==> config.mk <==
export PLATFORM = sky130hd
export DESIGN_NAME = twi_divider_slave
export DESIGN_NICKNAME = d
export VERILOG_FILES = /design/src/rtl/twi_pkg.sv /design/src/rtl/twi_line_sync.sv /design/src/rtl/twi_latch_bank.sv /design/src/rtl/twi_ctrl.sv /design/src/rtl/twi_divider_slave.sv
export SDC_FILE = /design/constraint.sdc
export NUM_CORES = 1
export LEC_CHECK = 0
export ABC_AREA = 1
export BUFFER_PORTS_ARGS = -buffer_cell sky130_fd_sc_hd__buf_2
export CELL_PAD_IN_SITES_DETAIL_PLACEMENT = 2
export CELL_PAD_IN_SITES_GLOBAL_PLACEMENT = 2
export CORE_UTILIZATION = 25
export DETAILED_ROUTE_END_ITERATION = 16
export GPL_TIMING_DRIVEN = 0
export PLACE_DENSITY = 0.67
export SLEW_MARGIN = 20
export SYNTH_ARGS = -nofsm -noshare
export SYNTH_HDL_FRONTEND = slang
export SYNTH_SLANG_ARGS = --single-unit
==> constraint.sdc <==
create_clock -name clk -period 2 [get_ports clk]
set_input_delay 0.3 -clock clk [delete_from_list [all_inputs] [get_ports clk]]
set_output_delay 0.3 -clock clk [all_outputs]
set_load 0.02 [all_outputs]
==> src/rtl/twi_pkg.sv <==
package twi_pkg;
    typedef enum logic [2:0] {
        ST_IDLE,
        ST_ADDR,
        ST_ADDR_ACK,
        ST_RX,
        ST_RX_ACK,
        ST_TX,
        ST_TX_ACK,
        ST_IGNORE
    } twi_state_e;
endpackage

==> src/rtl/twi_line_sync.sv <==
module twi_line_sync #(
    parameter int STAGES = 2
) (
    input  logic clk,
    input  logic rst_n,
    input  logic scl_in,
    input  logic sda_in,
    output logic sda_s,
    output logic scl_rise,
    output logic scl_fall,
    output logic start_det,
    output logic stop_det
);
    logic [STAGES-1:0] scl_sh, sda_sh;
    logic scl_p, sda_p, scl_s;

    always_ff @(posedge clk or negedge rst_n) begin
        if (!rst_n) begin
            scl_sh <= '1;
            sda_sh <= '1;
            scl_p  <= 1'b1;
            sda_p  <= 1'b1;
        end else begin
            scl_sh <= {scl_sh[STAGES-2:0], scl_in};
            sda_sh <= {sda_sh[STAGES-2:0], sda_in};
            scl_p  <= scl_sh[STAGES-1];
            sda_p  <= sda_sh[STAGES-1];
        end
    end

    assign scl_s     = scl_sh[STAGES-1];
    assign sda_s     = sda_sh[STAGES-1];
    assign scl_rise  = scl_s & ~scl_p;
    assign scl_fall  = ~scl_s & scl_p;
    assign start_det = scl_s & scl_p & sda_p & ~sda_s;
    assign stop_det  = scl_s & scl_p & ~sda_p & sda_s;
endmodule

==> src/rtl/twi_latch_bank.sv <==
module twi_latch_bank #(
    parameter int NUM_LATCH = 3,
    parameter int LSEL_W    = 2
) (
    input  logic                   clk,
    input  logic                   rst_n,
    input  logic                   we,
    input  logic [LSEL_W-1:0]      sel,
    input  logic [7:0]             wdata,
    output logic [7:0]             rdata,
    output logic [8*NUM_LATCH-1:0] flat_q
);
    logic [7:0] lat [NUM_LATCH];

    for (genvar k = 0; k < NUM_LATCH; k++) begin : g_lat
        always_ff @(posedge clk or negedge rst_n) begin
            if (!rst_n)
                lat[k] <= 8'h00;
            else if (we && (sel == LSEL_W'(k)))
                lat[k] <= wdata;
        end
        assign flat_q[8*k +: 8] = lat[k];
    end

    always_comb begin
        rdata = 8'h00;
        for (int k = 0; k < NUM_LATCH; k++)
            if (sel == LSEL_W'(k)) rdata = lat[k];
    end
endmodule

==> src/rtl/twi_ctrl.sv <==
module twi_ctrl
    import twi_pkg::*;
#(
    parameter logic [6:0] SLAVE_ADDR = 7'h69,
    parameter int NUM_DUMMY = 2,
    parameter int NUM_LATCH = 3,
    parameter int LSEL_W    = 2
) (
    input  logic              clk,
    input  logic              rst_n,
    input  logic              sda_s,
    input  logic              scl_rise,
    input  logic              scl_fall,
    input  logic              start_det,
    input  logic              stop_det,
    input  logic [7:0]        rd_data,
    output logic [LSEL_W-1:0] lat_sel,
    output logic              lat_we,
    output logic [7:0]        lat_wdata,
    output logic              sda_oe,
    output logic              update_stb,
    output twi_state_e        state
);
    localparam int TOTAL = NUM_DUMMY + NUM_LATCH;
    localparam int IDX_W = $clog2(TOTAL + 1);
    localparam logic [IDX_W-1:0] DUMMY_C = IDX_W'(NUM_DUMMY);
    localparam logic [IDX_W-1:0] TOTAL_C = IDX_W'(TOTAL);

    twi_state_e state_q, state_d;
    logic [3:0]       bitcnt;
    logic [7:0]       shreg;
    logic [IDX_W-1:0] idx, idx_off;
    logic             wrote, stb_q, in_window;
    logic [7:0]       tx_byte;

    assign idx_off   = idx - DUMMY_C;
    assign lat_sel   = idx_off[LSEL_W-1:0];
    assign in_window = (idx >= DUMMY_C) && (idx < TOTAL_C);
    assign lat_wdata = shreg;
    assign state     = state_q;
    assign update_stb = stb_q;

    always_comb begin
        if (idx < DUMMY_C)  tx_byte = 8'h00;
        else if (in_window) tx_byte = rd_data;
        else                tx_byte = 8'hFF;
    end

    // next state
    always_comb begin
        state_d = state_q;
        if (stop_det)
            state_d = ST_IDLE;
        else if (start_det)
            state_d = ST_ADDR;
        else begin
            unique case (state_q)
                ST_IDLE, ST_IGNORE: state_d = state_q;
                ST_ADDR:
                    if (scl_fall && bitcnt == 4'd8)
                        state_d = (shreg[7:1] == SLAVE_ADDR) ? ST_ADDR_ACK : ST_IGNORE;
                ST_ADDR_ACK:
                    if (scl_fall) state_d = shreg[0] ? ST_TX : ST_RX;
                ST_RX:
                    if (scl_fall && bitcnt == 4'd8) state_d = ST_RX_ACK;
                ST_RX_ACK:
                    if (scl_fall) state_d = ST_RX;
                ST_TX:
                    if (scl_fall && bitcnt == 4'd7) state_d = ST_TX_ACK;
                ST_TX_ACK:
                    if (scl_rise && sda_s) state_d = ST_IGNORE;
                    else if (scl_fall)     state_d = ST_TX;
                default: state_d = ST_IDLE;
            endcase
        end
    end

    // state register
    always_ff @(posedge clk or negedge rst_n) begin
        if (!rst_n) state_q <= ST_IDLE;
        else        state_q <= state_d;
    end

    // datapath
    always_ff @(posedge clk or negedge rst_n) begin
        if (!rst_n) begin
            bitcnt <= '0;
            shreg  <= '0;
            idx    <= '0;
            wrote  <= 1'b0;
            stb_q  <= 1'b0;
        end else begin
            stb_q <= stop_det && wrote;
            if (stop_det) begin
                wrote <= 1'b0;
            end else if (start_det) begin
                bitcnt <= '0;
                idx    <= '0;
            end else begin
                if (lat_we) wrote <= 1'b1;
                unique case (state_q)
                    ST_ADDR, ST_RX: begin
                        if (scl_rise) begin
                            shreg  <= {shreg[6:0], sda_s};
                            bitcnt <= bitcnt + 4'd1;
                        end
                        if (scl_fall && bitcnt == 4'd8 && state_q == ST_RX
                            && idx != TOTAL_C)
                            idx <= idx + 1'b1;
                    end
                    ST_ADDR_ACK: if (scl_fall) begin
                        bitcnt <= '0;
                        if (shreg[0]) shreg <= tx_byte;
                    end
                    ST_RX_ACK: if (scl_fall) bitcnt <= '0;
                    ST_TX: if (scl_fall) begin
                        shreg  <= {shreg[6:0], 1'b0};
                        bitcnt <= bitcnt + 4'd1;
                        if (bitcnt == 4'd7 && idx != TOTAL_C) idx <= idx + 1'b1;
                    end
                    ST_TX_ACK: if (scl_fall) begin
                        bitcnt <= '0;
                        shreg  <= tx_byte;
                    end
                    default: ;
                endcase
            end
        end
    end

    // outputs
    always_comb begin
        lat_we = (state_q == ST_RX) && scl_fall && (bitcnt == 4'd8)
                 && in_window && !stop_det && !start_det;
        unique case (state_q)
            ST_ADDR_ACK, ST_RX_ACK: sda_oe = 1'b1;
            ST_TX:                  sda_oe = ~shreg[7];
            default:                sda_oe = 1'b0;
        endcase
    end
endmodule

==> src/rtl/twi_divider_slave.sv <==
module twi_divider_slave
    import twi_pkg::*;
#(
    parameter logic [6:0] SLAVE_ADDR = 7'h69,
    parameter int NUM_DUMMY   = 2,
    parameter int NUM_LATCH   = 3,
    parameter int SYNC_STAGES = 2
) (
    input  logic                   clk,
    input  logic                   rst_n,
    input  logic                   scl_in,
    input  logic                   sda_in,
    output logic                   sda_oe,
    output logic [8*NUM_LATCH-1:0] latch_q,
    output logic                   update_stb
);
    localparam int LSEL_W = (NUM_LATCH > 1) ? $clog2(NUM_LATCH) : 1;

    logic sda_s, scl_rise, scl_fall, start_det, stop_det;
    logic lat_we;
    logic [LSEL_W-1:0] lat_sel;
    logic [7:0] lat_wdata, rd_data;
    twi_state_e state;

    twi_line_sync #(.STAGES(SYNC_STAGES)) u_sync (
        .clk(clk), .rst_n(rst_n), .scl_in(scl_in), .sda_in(sda_in),
        .sda_s(sda_s), .scl_rise(scl_rise), .scl_fall(scl_fall),
        .start_det(start_det), .stop_det(stop_det)
    );

    twi_ctrl #(
        .SLAVE_ADDR(SLAVE_ADDR), .NUM_DUMMY(NUM_DUMMY),
        .NUM_LATCH(NUM_LATCH), .LSEL_W(LSEL_W)
    ) u_ctrl (
        .clk(clk), .rst_n(rst_n), .sda_s(sda_s), .scl_rise(scl_rise),
        .scl_fall(scl_fall), .start_det(start_det), .stop_det(stop_det),
        .rd_data(rd_data), .lat_sel(lat_sel), .lat_we(lat_we),
        .lat_wdata(lat_wdata), .sda_oe(sda_oe), .update_stb(update_stb),
        .state(state)
    );

    twi_latch_bank #(.NUM_LATCH(NUM_LATCH), .LSEL_W(LSEL_W)) u_bank (
        .clk(clk), .rst_n(rst_n), .we(lat_we), .sel(lat_sel),
        .wdata(lat_wdata), .rdata(rd_data), .flat_q(latch_q)
    );
endmodule

# ---- After elaboration in Yosys (flattened, before gate mapping)
# Cells that the tools add are included.
dict set report op_classes {
  n_addsub 3
  magnitude_cmp 3
  n_eq_ne 31
  mux 37
  bitwise_logic 14
  reduce_logical 34
}
# cell n
set op_table {}
lappend op_table {{2-to-1 mux 8 bit} 10}
lappend op_table {{2-to-1 mux 3 bit} 15}
lappend op_table {{one-hot mux 8 bit (4 select lines)} 1}
lappend op_table {{inequality test 4 x 1 -> 1 bit (second input constant)} 5}
lappend op_table {{inequality test 3 x 1 -> 1 bit (second input constant)} 6}
lappend op_table {{one-hot mux 3 bit (6 select lines)} 1}
lappend op_table {{logical AND 1 bit} 16}
lappend op_table {{2-to-1 mux 4 bit} 4}
lappend op_table {{AND reduction 7 bit} 2}
lappend op_table {{equality test 3 bit (second input constant)} 4}
lappend op_table {{one-hot mux 4 bit (3 select lines)} 1}
lappend op_table {{inequality test 2 x 1 -> 1 bit (second input constant)} 5}
lappend op_table {{AND reduction 5 bit} 2}
lappend op_table {{AND reduction 8 bit} 1}
lappend op_table {{nonzero test 4 bit} 2}
lappend op_table {{bitwise AND 1 bit} 7}
lappend op_table {{equality test 7 bit (second input constant)} 1}
lappend op_table {{inverter 1 bit} 7}
lappend op_table {{equality test 3 x 2 -> 1 bit (second input constant)} 2}
lappend op_table {{one-hot mux 3 bit (2 select lines)} 1}
lappend op_table {{OR reduction 2 bit} 3}
lappend op_table {{inequality test 5 x 1 -> 1 bit (second input constant)} 1}
lappend op_table {{adder 4 x 1 -> 4 bit (second input constant)} 1}
lappend op_table {{equality test 4 x 3 -> 1 bit (second input constant)} 1}
lappend op_table {{20 further kinds} 23}
dict set report totals {
  register_bits 50
  in_bits 4
  output_inout_bits 26
  wordCells 136
}

# ---- Longest topological paths before layout
# Gate-level depths: netlist of the first run.
dict set report depth {
  ltp_word 10
  mapped_depth 12
}

# ---- By module
# A second synthesis of the first run with hierarchy kept.
dict set report hier_totals {
  hier_cells 386
  area_unflattened_um2 2965.3
}
# module n_inst cells_per_inst area_each_um2
set by_module_without_submodules {}
lappend by_module_without_submodules {twi_ctrl 1 225 1557.7}
lappend by_module_without_submodules {twi_latch_bank 1 144 1208.7}
lappend by_module_without_submodules {twi_line_sync 1 17 198.9}

# ---- Least setup slack after synthesis of the first run
# OpenSTA, ideal clock, no wires.
dict set report synth_path {
  path_kind {reg2reg}
  from {reg u_ctrl.idx[0]}
  to {reg u_bank.lat, in the netlist u_bank.flat_q[19]}
  setup_ps 119
  arrival_ps 1684
  required_ps 1881
  slack_ps 197
  path_stages_with_launch 12
  path_buffers 2
  path_cell_list {dfrtp_1 -> inv_1 -> ha_1 -> buf_2 -> inv_1 -> nand2_2 -> nand2_1 -> nor3_4 -> nand2_2 -> buf_6 -> nand2_1 -> o21ai_2}
}
dict set report synth_between {
  elab_chain_len 6
}
# item line_no
set synth_rtl {}
lappend synth_rtl {{start: declaration} twi_ctrl.sv:32} ;# logic [IDX_W-1:0] idx, idx_off;
lappend synth_rtl {{start signal: assignment} twi_ctrl.sv:109} ;# idx <= idx + 1'b1;
lappend synth_rtl {{start signal: assignment} twi_ctrl.sv:119} ;# if (bitcnt == 4'd7 && idx != TOTAL_C) idx <= idx + 1'b1;
lappend synth_rtl {{>= comparator 3 x 2 -> 1 bit or less-than comparator 3 bit (tied branches)} twi_ctrl.sv:38} ;# assign in_window = (idx >= DUMMY_C) && (idx < TOTAL_C);
lappend synth_rtl {{logical AND 1 bit} twi_ctrl.sv:38}
lappend synth_rtl {{logical AND 1 bit (3 in a row)} twi_ctrl.sv:134} ;# && in_window && !stop_det && !start_det;
lappend synth_rtl {{logical AND 1 bit (*)} twi_latch_bank.sv:19} ;# else if (we && (sel == LSEL_W'(k)))
lappend synth_rtl {{end signal: indexed assignment} twi_latch_bank.sv:20} ;# lat[k] <= wdata;
lappend synth_rtl {{end: declaration} twi_latch_bank.sv:13} ;# logic [7:0] lat [NUM_LATCH];
# Every way passes the cells marked *; elsewhere a longest branch is shown, timed or not.
# A chain may end at the register's enable or synchronous reset.

# ---- Worst setup path after layout of the first run
dict set report layout_path {
  from {reg u_ctrl.state_q[1] (netlist: u_ctrl.state[1])}
  to {out sda_oe}
}
dict set report layout_between {
  elab_chain_len 3
}
# item line_no
set layout_rtl {}
lappend layout_rtl {{start: declaration} twi_ctrl.sv:29} ;# twi_state_e state_q, state_d;
lappend layout_rtl {{start signal: assignment} twi_ctrl.sv:81} ;# else state_q <= state_d;
lappend layout_rtl {{equality test 3 x 2 -> 1 bit or equality test 3 bit (tied branches)} twi_ctrl.sv:135} ;# unique case (state_q)
lappend layout_rtl {{OR reduction 2 bit} twi_ctrl.sv:135}
lappend layout_rtl {{one-hot mux 1 bit (2 select lines) (*)} twi_ctrl.sv:135}
lappend layout_rtl {{end: declaration} twi_divider_slave.sv:13} ;# output logic sda_oe,
# Marks and branches as above.

==> impl_metrics.csv, run 1 <==
group,metric,value,unit
sta,tightest_slew,0.685,ns
flow_run,maxCapViolCount,0,
synthesis,synth_compound_area_share,14.4,%
synthesis,synth_top_area_share,39.4,%
global_route,grt_max_degree,51,
power,finalPower,4.35,mW
sta,max_freq,533,MHz
layout,ff_latch_area,0.00126,mm^2
synthesis,synth_xor_area_share,0.627,%
global_route,grt_pass1_wl,15100,um
synthesis,synth_top_family_by_area,"simple AND/OR/NAND/NOR gates",
worst_setup_path,critPathSlowestCell,"dfrtp_2",
synthesis,ys_ff_latch,50,
routing,antenna_left,0,
synthesis,synthTopCellsByArea,"dfrtp_1 39%, nand2_1 16%, o21ai_0 5.7%",
power,peakVddDrop,365,uV
worst_setup_path,required,1.70,ns
die,start_util,25.8,%
place,hpwl,6840,um
layout,num_antenna_cells,0,
sta,relSlewSlack,54.3,%
layout,syn2layout_area_growth,19.6,%
synthesis,synth_seq_area_share,45.1,%
synthesis,synthAdderAreaFrac,2.69,%
clock_network,clock_sinks,50,
synthesis,yosysTopAreaCell,"dfrtp_1",
clock_network,root_buffer,"clkbuf_8",
die,core_area,0.0108,mm^2
routing,avgRoutedWirePerCell,16.3,um
worst_setup_path,crit_chain,"inv_2 -> nor2_4 -> buf_4 -> nand2_1 -> nand2_1 -> inv_1 -> o21ai_0 -> buf_2",
sta,fin_crit_sh,93.9,%
worst_setup_path,end_kind,"output port",
worst_hold_path,min-delay-path-class,"in2async",
die,num_rows,38,
worst_setup_path,crit_arrival,1.58,ns
sta,skew,0.0183,ns
routing,wl,8990,um
worst_setup_path,crit_buf_inv,4,
global_route,antenna_found_initial,0,
sta,hold_viol_final,2,
sta,fin_ws,0.122,ns
synthesis,synth_simple_gate_area_share,29.6,%
global_route,first_global_vias,2879,
routing,vias_per_cell,4.76,
routing,dr.first_iter.drc_count,87,
worst_setup_path,worstRegToRegCells,12,
worst_setup_path,cp-start-kind,"flip-flop",
sta,slew_viol_final,0,
routing,drc,0,
die,die_w,108,um
worst_setup_path,crit_path_max_incr_delay,0.46,ns
sta,post-route-min-period,1.88,ns
synthesis,netlist-cell-type-count,30,
worst_setup_path,crit_type,"reg2out",
global_route,grtUsageTotal,17.0,%
worst_setup_path,cpMostUsedCell,"nand2_1",
die,die_y,108,um
layout,drive_gt1_share,21.7,%
sta,setup_viol,0,
routing,first_pass_iters,4,
layout,multi_input_area,0.00140,mm^2
worst_setup_path,r2r-end,"u_bank.flat_q[5]",
synthesis,muxShareOfSynthArea,0,%
worst_setup_path,critPathMaxFanout,6,
clock_network,cts_buffers,5,
die,ios,30,
status,violations,"hold timing",
synthesis,syn_avg_cell_area,7.59,um^2
clock_network,clk_latency,0.32,ns
place,post-place-ws,-0.237,ns
worst_setup_path,r2r-start,"u_ctrl.idx[0]",
power,p_leak,1.69,nW
synthesis,ys.warnings.count,0,
die,die-area,0.0116,mm^2
synthesis,netlist_area,0.00279,mm^2
status,status,"finished with violations",
place,port_buffers,29,
clock_network,h-tree-depth,2,
worst_setup_path,ff2ff_setup_slack,0.13,ns
place,dp.cells,537,
clock_network,cts_tree,"yes",
global_route,grt-ovfl-total,0,
place,gp_congestion,0.777,
layout,nets,419,
routing,vias,2619,
clock_network,max-clock-path-buffers,2,
sta,finalHoldWorstSlack,-0.00109,ns
clock_network,cts.clk_slew.worst_paths,0.11,ns
synthesis,syn_inst,368,
layout,design_area,0.00334,mm^2
layout,n_fill_cell,1306,
power,powerDensity,1300,mW/mm^2
layout,fin_cells,550,
place,dpl_cell_area,0.00312,mm^2
synthesis,syn-num-nets,378,
worst_setup_path,critical-path-top-delay-family,"buffers and inverters",
sta,rsz0062_at_grt,"no",
## final cells by class
| cell class | count | area share [%] |
|---|---|---|
| sequential | 50 | 37.8 |
| clock buffer | 6 | 2.17 |
| timing repair buffer | 34 | 5.66 |
| clock inverter | 2 | 0.525 |
| inverter | 37 | 4.20 |
| multi-input combinational | 272 | 42.0 |
| tap | 140 | 5.25 |
| buffer | 9 | 2.44 |
## cell families (layout without fill, tap and decap cells)
| group | Yosys count | count (layout) |
|---|---|---|
| AND/OR/NAND/NOR | 190 | 190 |
| AO/OA/AOI/OAI | 74 | 74 |
| flip-flops | 50 | 50 |
| buffers and inverters | 46 | 88 |
| adder cells (fa/ha/maj) | 6 | 6 |
| XOR/XNOR | 2 | 2 |
## worst reg2reg max path, delay by kind of cell (launching register included)
| kind | cells | cell delay, ns |
|---|---|---|
| flip-flops | 1 | 0.43 |
| AND/OR/NAND/NOR | 5 | 0.54 |
| adder cells (fa/ha/maj) | 1 | 0.18 |
| AO/OA/AOI/OAI | 1 | 0.06 |
| buffers and inverters | 5 | 0.55 |
## layout by cell type, fill, tap and decap left out, types with 5 or more instances in the layout
cell and count:
buf_4 7, nor2_1 25, ha_1 6, buf_2 30
buf_6 6, dfstp_2 6, o21ai_2 6, nand3_1 30
o21ai_1 23, dfrtp_1 41, a21oi_1 9, inv_1 32
nand2_1 114, o21ai_0 31, clkbuf_8 5
## through the flow
step	util, %	TNS, ns
6_report	30.8	0
3_5_place_dp	28.7	-4.70
2_1_floorplan	-	0
4_1_cts	30.3	0
5_1_grt	30.8	0
3_3_place_gp	28.7	-2.88
## Yosys cell counts (all sizes together)
cell and count:
o31ai 1, xnor2 2, dfstp 6, a31oi 1
dfrtp 44, or2 1, nor2 29, o21ai 61
nand2 120, inv 36, nand3 31, clkinv 1
nand3b 2, o21bai 1, nor3 4, nand4 3
a21oi 10, ha 6, buf 9
## state kept, by name, summed over array words and instances (netlist names)
register	flops
u_ctrl.lat_wdata	8
u_ctrl.update_stb	1
u_ctrl.state	3
u_bank.flat_q	24
u_sync.sda_sh	2
u_ctrl.bitcnt	4
u_ctrl.wrote	1
u_sync.scl_p	1
u_sync.scl_sh	2
u_sync.sda_p	1
u_ctrl.idx	3
## layer usage
layer	vias to the layer above	global-route usage (%)	wire [um]
met5	-	0	0
met4	0	3.82	120
met3	9	2.24	186
met2	27	30.9	4610
met1	1316	21.2	4070
li1	1267	-	-
## repair_timing
| action | CTS | global route |
|---|---|---|
| hold buffers | 0 | 0 |
| setup endpoints to repair | 35 | 28 |
| pin swaps | 1 | 1 |
| resized for setup | 16 | 12 |
| buffers inserted | 4 | 1 |
## power by group
part / internal (mW) / switching, mW / leakage, nW
sequential: 1.18 / 0.165 / 0.657
combinational: 0.742 / 1.60 / 0.987
clock: 0.258 / 0.406 / 0.0462
## worst max path at each step
stage,cells past startpoint,slack [ns],from,end
after floorplan,11,0.20,u_ctrl.idx[0],u_bank.flat_q[19]
after global placement,11,-0.16,u_ctrl.idx[0],u_bank.flat_q[13]
after detailed placement,11,-0.24,u_ctrl.idx[0],u_bank.flat_q[5]
after CTS,8,0.04,u_ctrl.state[0],sda_oe
after global routing,12,0.009,u_ctrl.idx[0],u_bank.flat_q[5]
final,8,0.12,u_ctrl.state[1],sda_oe
Note: power is estimated with default switching activity, not from simulation.
==> run 2: changes to the inputs <==
--- a/config.mk
+++ b/config.mk
@@ -15,2 +15,3 @@
 export PLACE_DENSITY = 0.67
+export SKIP_CTS_REPAIR_TIMING = 1
 export SLEW_MARGIN = 20
==> constraint.sdc (replaced) <==
create_clock -name clk -period 2 [get_ports clk]
set_input_delay 0.6 -clock clk [delete_from_list [all_inputs] [get_ports clk]]
set_output_delay 0.6 -clock clk [all_outputs]
set_load 0.02 [all_outputs]
==> impl_metrics.csv, run 2 (same netlist as run 1, synthesis figures left out) <==
group,metric,value,unit
status,status,"finished with violations",
status,violations,"setup timing",
layout,nets,426,
global_route,grt_max_degree,51,
worst_setup_path,ff2ff_setup_slack,0.07,ns
worst_setup_path,r2r-start,"u_ctrl.idx[0]",
clock_network,cts_tree,"yes",
clock_network,root_buffer,"clkbuf_8",
global_route,grt_pass1_wl,15000,um
global_route,antenna_found_initial,0,
sta,tightest_slew,0.683,ns
place,dpl_cell_area,0.00312,mm^2
die,core_area,0.0108,mm^2
clock_network,cts_buffers,5,
worst_setup_path,critPathMaxFanout,5,
worst_setup_path,crit_type,"reg2out",
layout,num_antenna_cells,0,
power,finalPower,4.58,mW
worst_setup_path,cp-start-kind,"flip-flop",
clock_network,clock_sinks,50,
sta,skew,0.0169,ns
sta,max_freq,494,MHz
die,die_y,108,um
power,internal-power,2.31,mW
layout,n_fill_cell,1304,
layout,final_cell_mix,"112 x nand2_1, 41 x dfrtp_1, 31 x o21ai_0",
power,power_frac_seq,29.9,%
routing,first_pass_iters,4,
power,peakVddDrop,370,uV
power,p_leak,1.73,nW
worst_setup_path,r2r-end,"u_bank.flat_q[5]",
power,combinationalPowerShare,55.6,%
layout,syn2layout_area_growth,22.7,%
sta,fin_ws,-0.0259,ns
worst_setup_path,required,1.40,ns
layout,layout_commonest_cell,"nand2_1",
place,dp.cells,537,
worst_setup_path,end_kind,"output port",
layout,drive_gt1_share,24.5,%
worst_hold_path,min-delay-path-class,"in2async",
global_route,grtUsageTotal,16.9,%
clock_network,clk_latency,0.32,ns
sta,setup_viol,1,
sta,post-route-min-period,2.03,ns
routing,drc,0,
place,gp_congestion,0.777,
routing,dr.first_iter.drc_count,68,
sta,slew_viol_final,0,
die,start_util,25.8,%
sta,fin_crit_sh,101,%
die,ios,30,
clock_network,max-clock-path-buffers,2,
sta,relSlewSlack,54.4,%
power,pwr-share-clk,14.5,%
clock_network,h-tree-depth,2,
worst_setup_path,crit_arrival,1.43,ns
layout,design_area,0.00343,mm^2
sta,fin_tns_setup,-0.0259,ns
layout,largest_register_ffs,24,
routing,antenna_left,0,
routing,avgRoutedWirePerCell,16.6,um
place,port_buffers,29,
die,die_w,108,um
layout,fin_cells,557,
global_route,first_global_vias,2875,
flow_run,maxCapViolCount,0,
power,powerDensity,1340,mW/mm^2
routing,wl,9240,um
routing,vias,2646,
power,p_sw,2.26,mW
routing,vias_per_cell,4.75,
place,hpwl,6840,um
clock_network,cts.clk_slew.worst_paths,0.11,ns
die,die-area,0.0116,mm^2
place,post-place-ws,-0.237,ns
sta,rsz0062_at_grt,"yes",
power,switching_share,49.5,%
worst_setup_path,worstRegToRegCells,12,
sta,hold_viol_final,0,
die,num_rows,38,
global_route,grt-ovfl-total,0,
[run 2: cell types whose count changed in the layout (fill, tap and decap cells not counted), moves of 2 or more]
cell,previous run,this run
buf_6,6,10
inv_1,32,30
nand2_1,114,112
buf_4,7,11
[run 2: per-layer routing]
layer / up-vias / global-route usage [%] / routed length, um
met1: 1327 / 20.7 / 4160
met4: 0 / 3.52 / 84
met2: 29 / 31.0 / 4830
met5: - / 0 / 0
li1: 1282 / - / -
met3: 8 / 2.24 / 166
[run 2: cell type report]
cell class              instances  area (um^2)  area share [%]
clock buffers                   6         72.6            2.12
plain buffers                   9         88.8            2.59
flip-flops and latches         50         1260            36.8
clock inverters                 2         17.5           0.511
multi-input cells             272         1420            41.3
inverters                      37          143            4.16
well taps                     140          175            5.11
repair buffers                 41          251            7.34
[run 2: how the worst max path moves through the flow]
| stage | start | endpoint | slack (ns) | cells after the start |
|---|---|---|---|---|
| final | u_ctrl.state[1] | sda_oe | -0.03 | 8 |
| after global routing | u_ctrl.state[1] | sda_oe | -0.08 | 8 |
| after CTS | u_ctrl.state[1] | sda_oe | -0.40 | 8 |
| after detailed placement | u_ctrl.idx[0] | u_bank.flat_q[5] | -0.24 | 11 |
| after global placement | u_ctrl.idx[0] | u_bank.flat_q[13] | -0.16 | 11 |
| after floorplan | u_ctrl.idx[0] | u_bank.flat_q[19] | 0.20 | 11 |
[run 2: stage by stage]
step | hold slack [ns] | utilization (%)
floorplan | 0.304 | -
global placement | 0.346 | 28.7
detailed placement | 0.349 | 28.7
CTS | 0.338 | 29.6
global route | 0.348 | 31.6
finish | 0.301 | 31.6
[run 2: power by group through the flow]
stage / Sequential, mW / Combinational (mW) / Clock, mW
6_report: 1.37 / 2.54 / 0.664
4_1_cts: 1.36 / 2.21 / 0.689
3_3_place_gp: 1.36 / 2.10 / 0
2_1_floorplan: 1.32 / 1.57 / 0
5_1_grt: 1.39 / 2.90 / 0.712
3_5_place_dp: 1.37 / 2.19 / 0
[run 2: critical path: stages (launching register included)]
cell,delay [ns]
dfrtp_2,0.48
inv_4,0.11
nor2_4,0.04
buf_6,0.11
nand2_4,0.06
nand2_2,0.05
inv_2,0.07
o21ai_2,0.06
buf_6,0.13
==> run 3: changes to the inputs <==
Settings changed: CTS_BUF_LIST set to sky130_fd_sc_hd__clkbuf_8 sky130_fd_sc_hd__clkbuf_16.
==> impl_metrics.csv, run 3 (same netlist as run 1, synthesis figures left out) <==
group,metric,value,unit
worst_setup_path,required,1.40,ns
sta,tightest_slew,0.684,ns
sta,rsz0062_at_grt,"yes",
layout,nets,426,
global_route,grt_max_degree,51,
clock_network,root_buffer,"clkbuf_8",
routing,wl,9240,um
status,status,"finished with violations",
worst_setup_path,crit_type,"reg2out",
clock_network,h-tree-depth,2,
clock_network,max-clock-path-buffers,2,
routing,drc,0,
die,ios,30,
sta,skew,0.0169,ns
sta,fin_ws,-0.0259,ns
sta,slew_viol_final,0,
sta,relSlewSlack,54.4,%
place,hpwl,6840,um
sta,max_freq,494,MHz
clock_network,cts_tree,"yes",
sta,post-route-min-period,2.03,ns
flow_run,maxCapViolCount,0,
clock_network,clock_sinks,50,
routing,antenna_left,0,
status,violations,"setup timing",
layout,syn2layout_area_growth,22.7,%
power,peakVddDrop,370,uV
power,powerDensity,1330,mW/mm^2
worst_setup_path,worstRegToRegCells,12,
layout,drive_gt1_share,24.5,%
global_route,grt-ovfl-total,0,
routing,vias_per_cell,4.75,
sta,setup_viol,1,
die,start_util,25.8,%
routing,first_pass_iters,4,
power,p_leak,1.73,nW
die,die_w,108,um
die,num_rows,38,
layout,final_cell_mix,"112 x nand2_1, 41 x dfrtp_1, 31 x inv_1, 31 x o21ai_0, 30 x nand3_1",
layout,largest_register_ffs,24,
global_route,first_global_vias,2875,
place,gp_congestion,0.777,
sta,fin_crit_sh,101,%
place,post-place-ws,-0.237,ns
layout,layout_commonest_cell,"nand2_1",
layout,num_antenna_cells,0,
worst_setup_path,crit_chain,"inv_4 -> nor2_4 -> buf_6 -> nand2_4 -> nand2_2 -> inv_2 -> o21ai_2 -> buf_6",
power,finalPower,4.57,mW
worst_setup_path,end_kind,"output port",
clock_network,cts_buffers,5,
clock_network,clk_latency,0.32,ns
layout,design_area,0.00343,mm^2
sta,hold_viol_final,0,
place,dpl_cell_area,0.00312,mm^2
die,die_y,108,um
worst_setup_path,cp-start-kind,"flip-flop",
place,port_buffers,29,
die,die-area,0.0116,mm^2
worst_setup_path,critPathMaxFanout,5,
worst_hold_path,min-delay-path-class,"in2async",
clock_network,cts.clk_slew.worst_paths,0.11,ns
place,dp.cells,537,
sta,fin_tns_setup,-0.0259,ns
global_route,grtUsageTotal,16.9,%
routing,dr.first_iter.drc_count,68,
global_route,antenna_found_initial,0,
worst_setup_path,cpMostUsedCell,"buf_6",
routing,avgRoutedWirePerCell,16.6,um
global_route,grt_pass1_wl,15000,um
routing,vias,2645,
die,core_area,0.0108,mm^2
layout,fin_cells,557,
worst_setup_path,crit_arrival,1.43,ns
worst_setup_path,critPathSlowestCell,"dfrtp_2",
worst_setup_path,crit_path_max_incr_delay,0.48,ns
run 3: changes by cell type in the layout (fill, tap and decap cells not counted):
cell and delta:
clkbuf_1 -1, inv_1 +1
run 3: critical path: cells and delay by family (launching register included):
family,cells,cell delay [ns]
DFF,1,0.48
buffers and inverters,4,0.42
and+or+nand+nor,3,0.15
AOI/OAI and AO/OA,1,0.06
run 3: final timing paths:
kind / endpoint / start / slack, ns
setup reg to reg: u_bank.flat_q[5] / u_ctrl.idx[0] / 0.07
hold reg to reg: u_sync.scl_sh[1] / u_sync.scl_sh[0] / 0.36
max in group asynchronous: u_ctrl.idx[0] / rst_n / 1.18
setup / recovery: sda_oe / u_ctrl.state[1] / -0.03
hold / removal: u_ctrl.bitcnt[2] / rst_n / 0.30
min in group clk: u_sync.scl_sh[1] / u_sync.scl_sh[0] / 0.36
run 3: area by class of cell:
| cell class | instances | area [um^2] |
|---|---|---|
| fillers | 1304 | 7410 |
| multi-input cells | 272 | 1420 |
| flip-flops and latches | 50 | 1260 |
| repair buffers | 41 | 251 |
| well taps | 140 | 175 |
| inverters | 37 | 143 |
| plain buffers | 9 | 88.8 |
| clock buffers | 5 | 68.8 |
| clock inverters | 3 | 21.3 |
run 3: through the flow:
step / hold WS [ns] / utilization, %
after floorplan: 0.304 / -
after global placement: 0.346 / 28.7
after detailed placement: 0.349 / 28.7
after CTS: 0.338 / 29.6
after global routing: 0.348 / 31.6
final: 0.301 / 31.6
run 3: metal layers:
metal | vias to the layer above | global-route usage (%) | wire [um]
met3 | 8 | 2.24 | 166
met1 | 1326 | 20.7 | 4150
met4 | 0 | 3.52 | 84
li1 | 1282 | - | -
met5 | - | 0 | 0
met2 | 29 | 31.0 | 4830
run 3: power by group:
group          internal [mW]  total [mW]  switching, mW
clock network          0.253       0.660          0.406
registers               1.19        1.37          0.184
logic                  0.870        2.54           1.67
total                   2.31        4.57           2.26
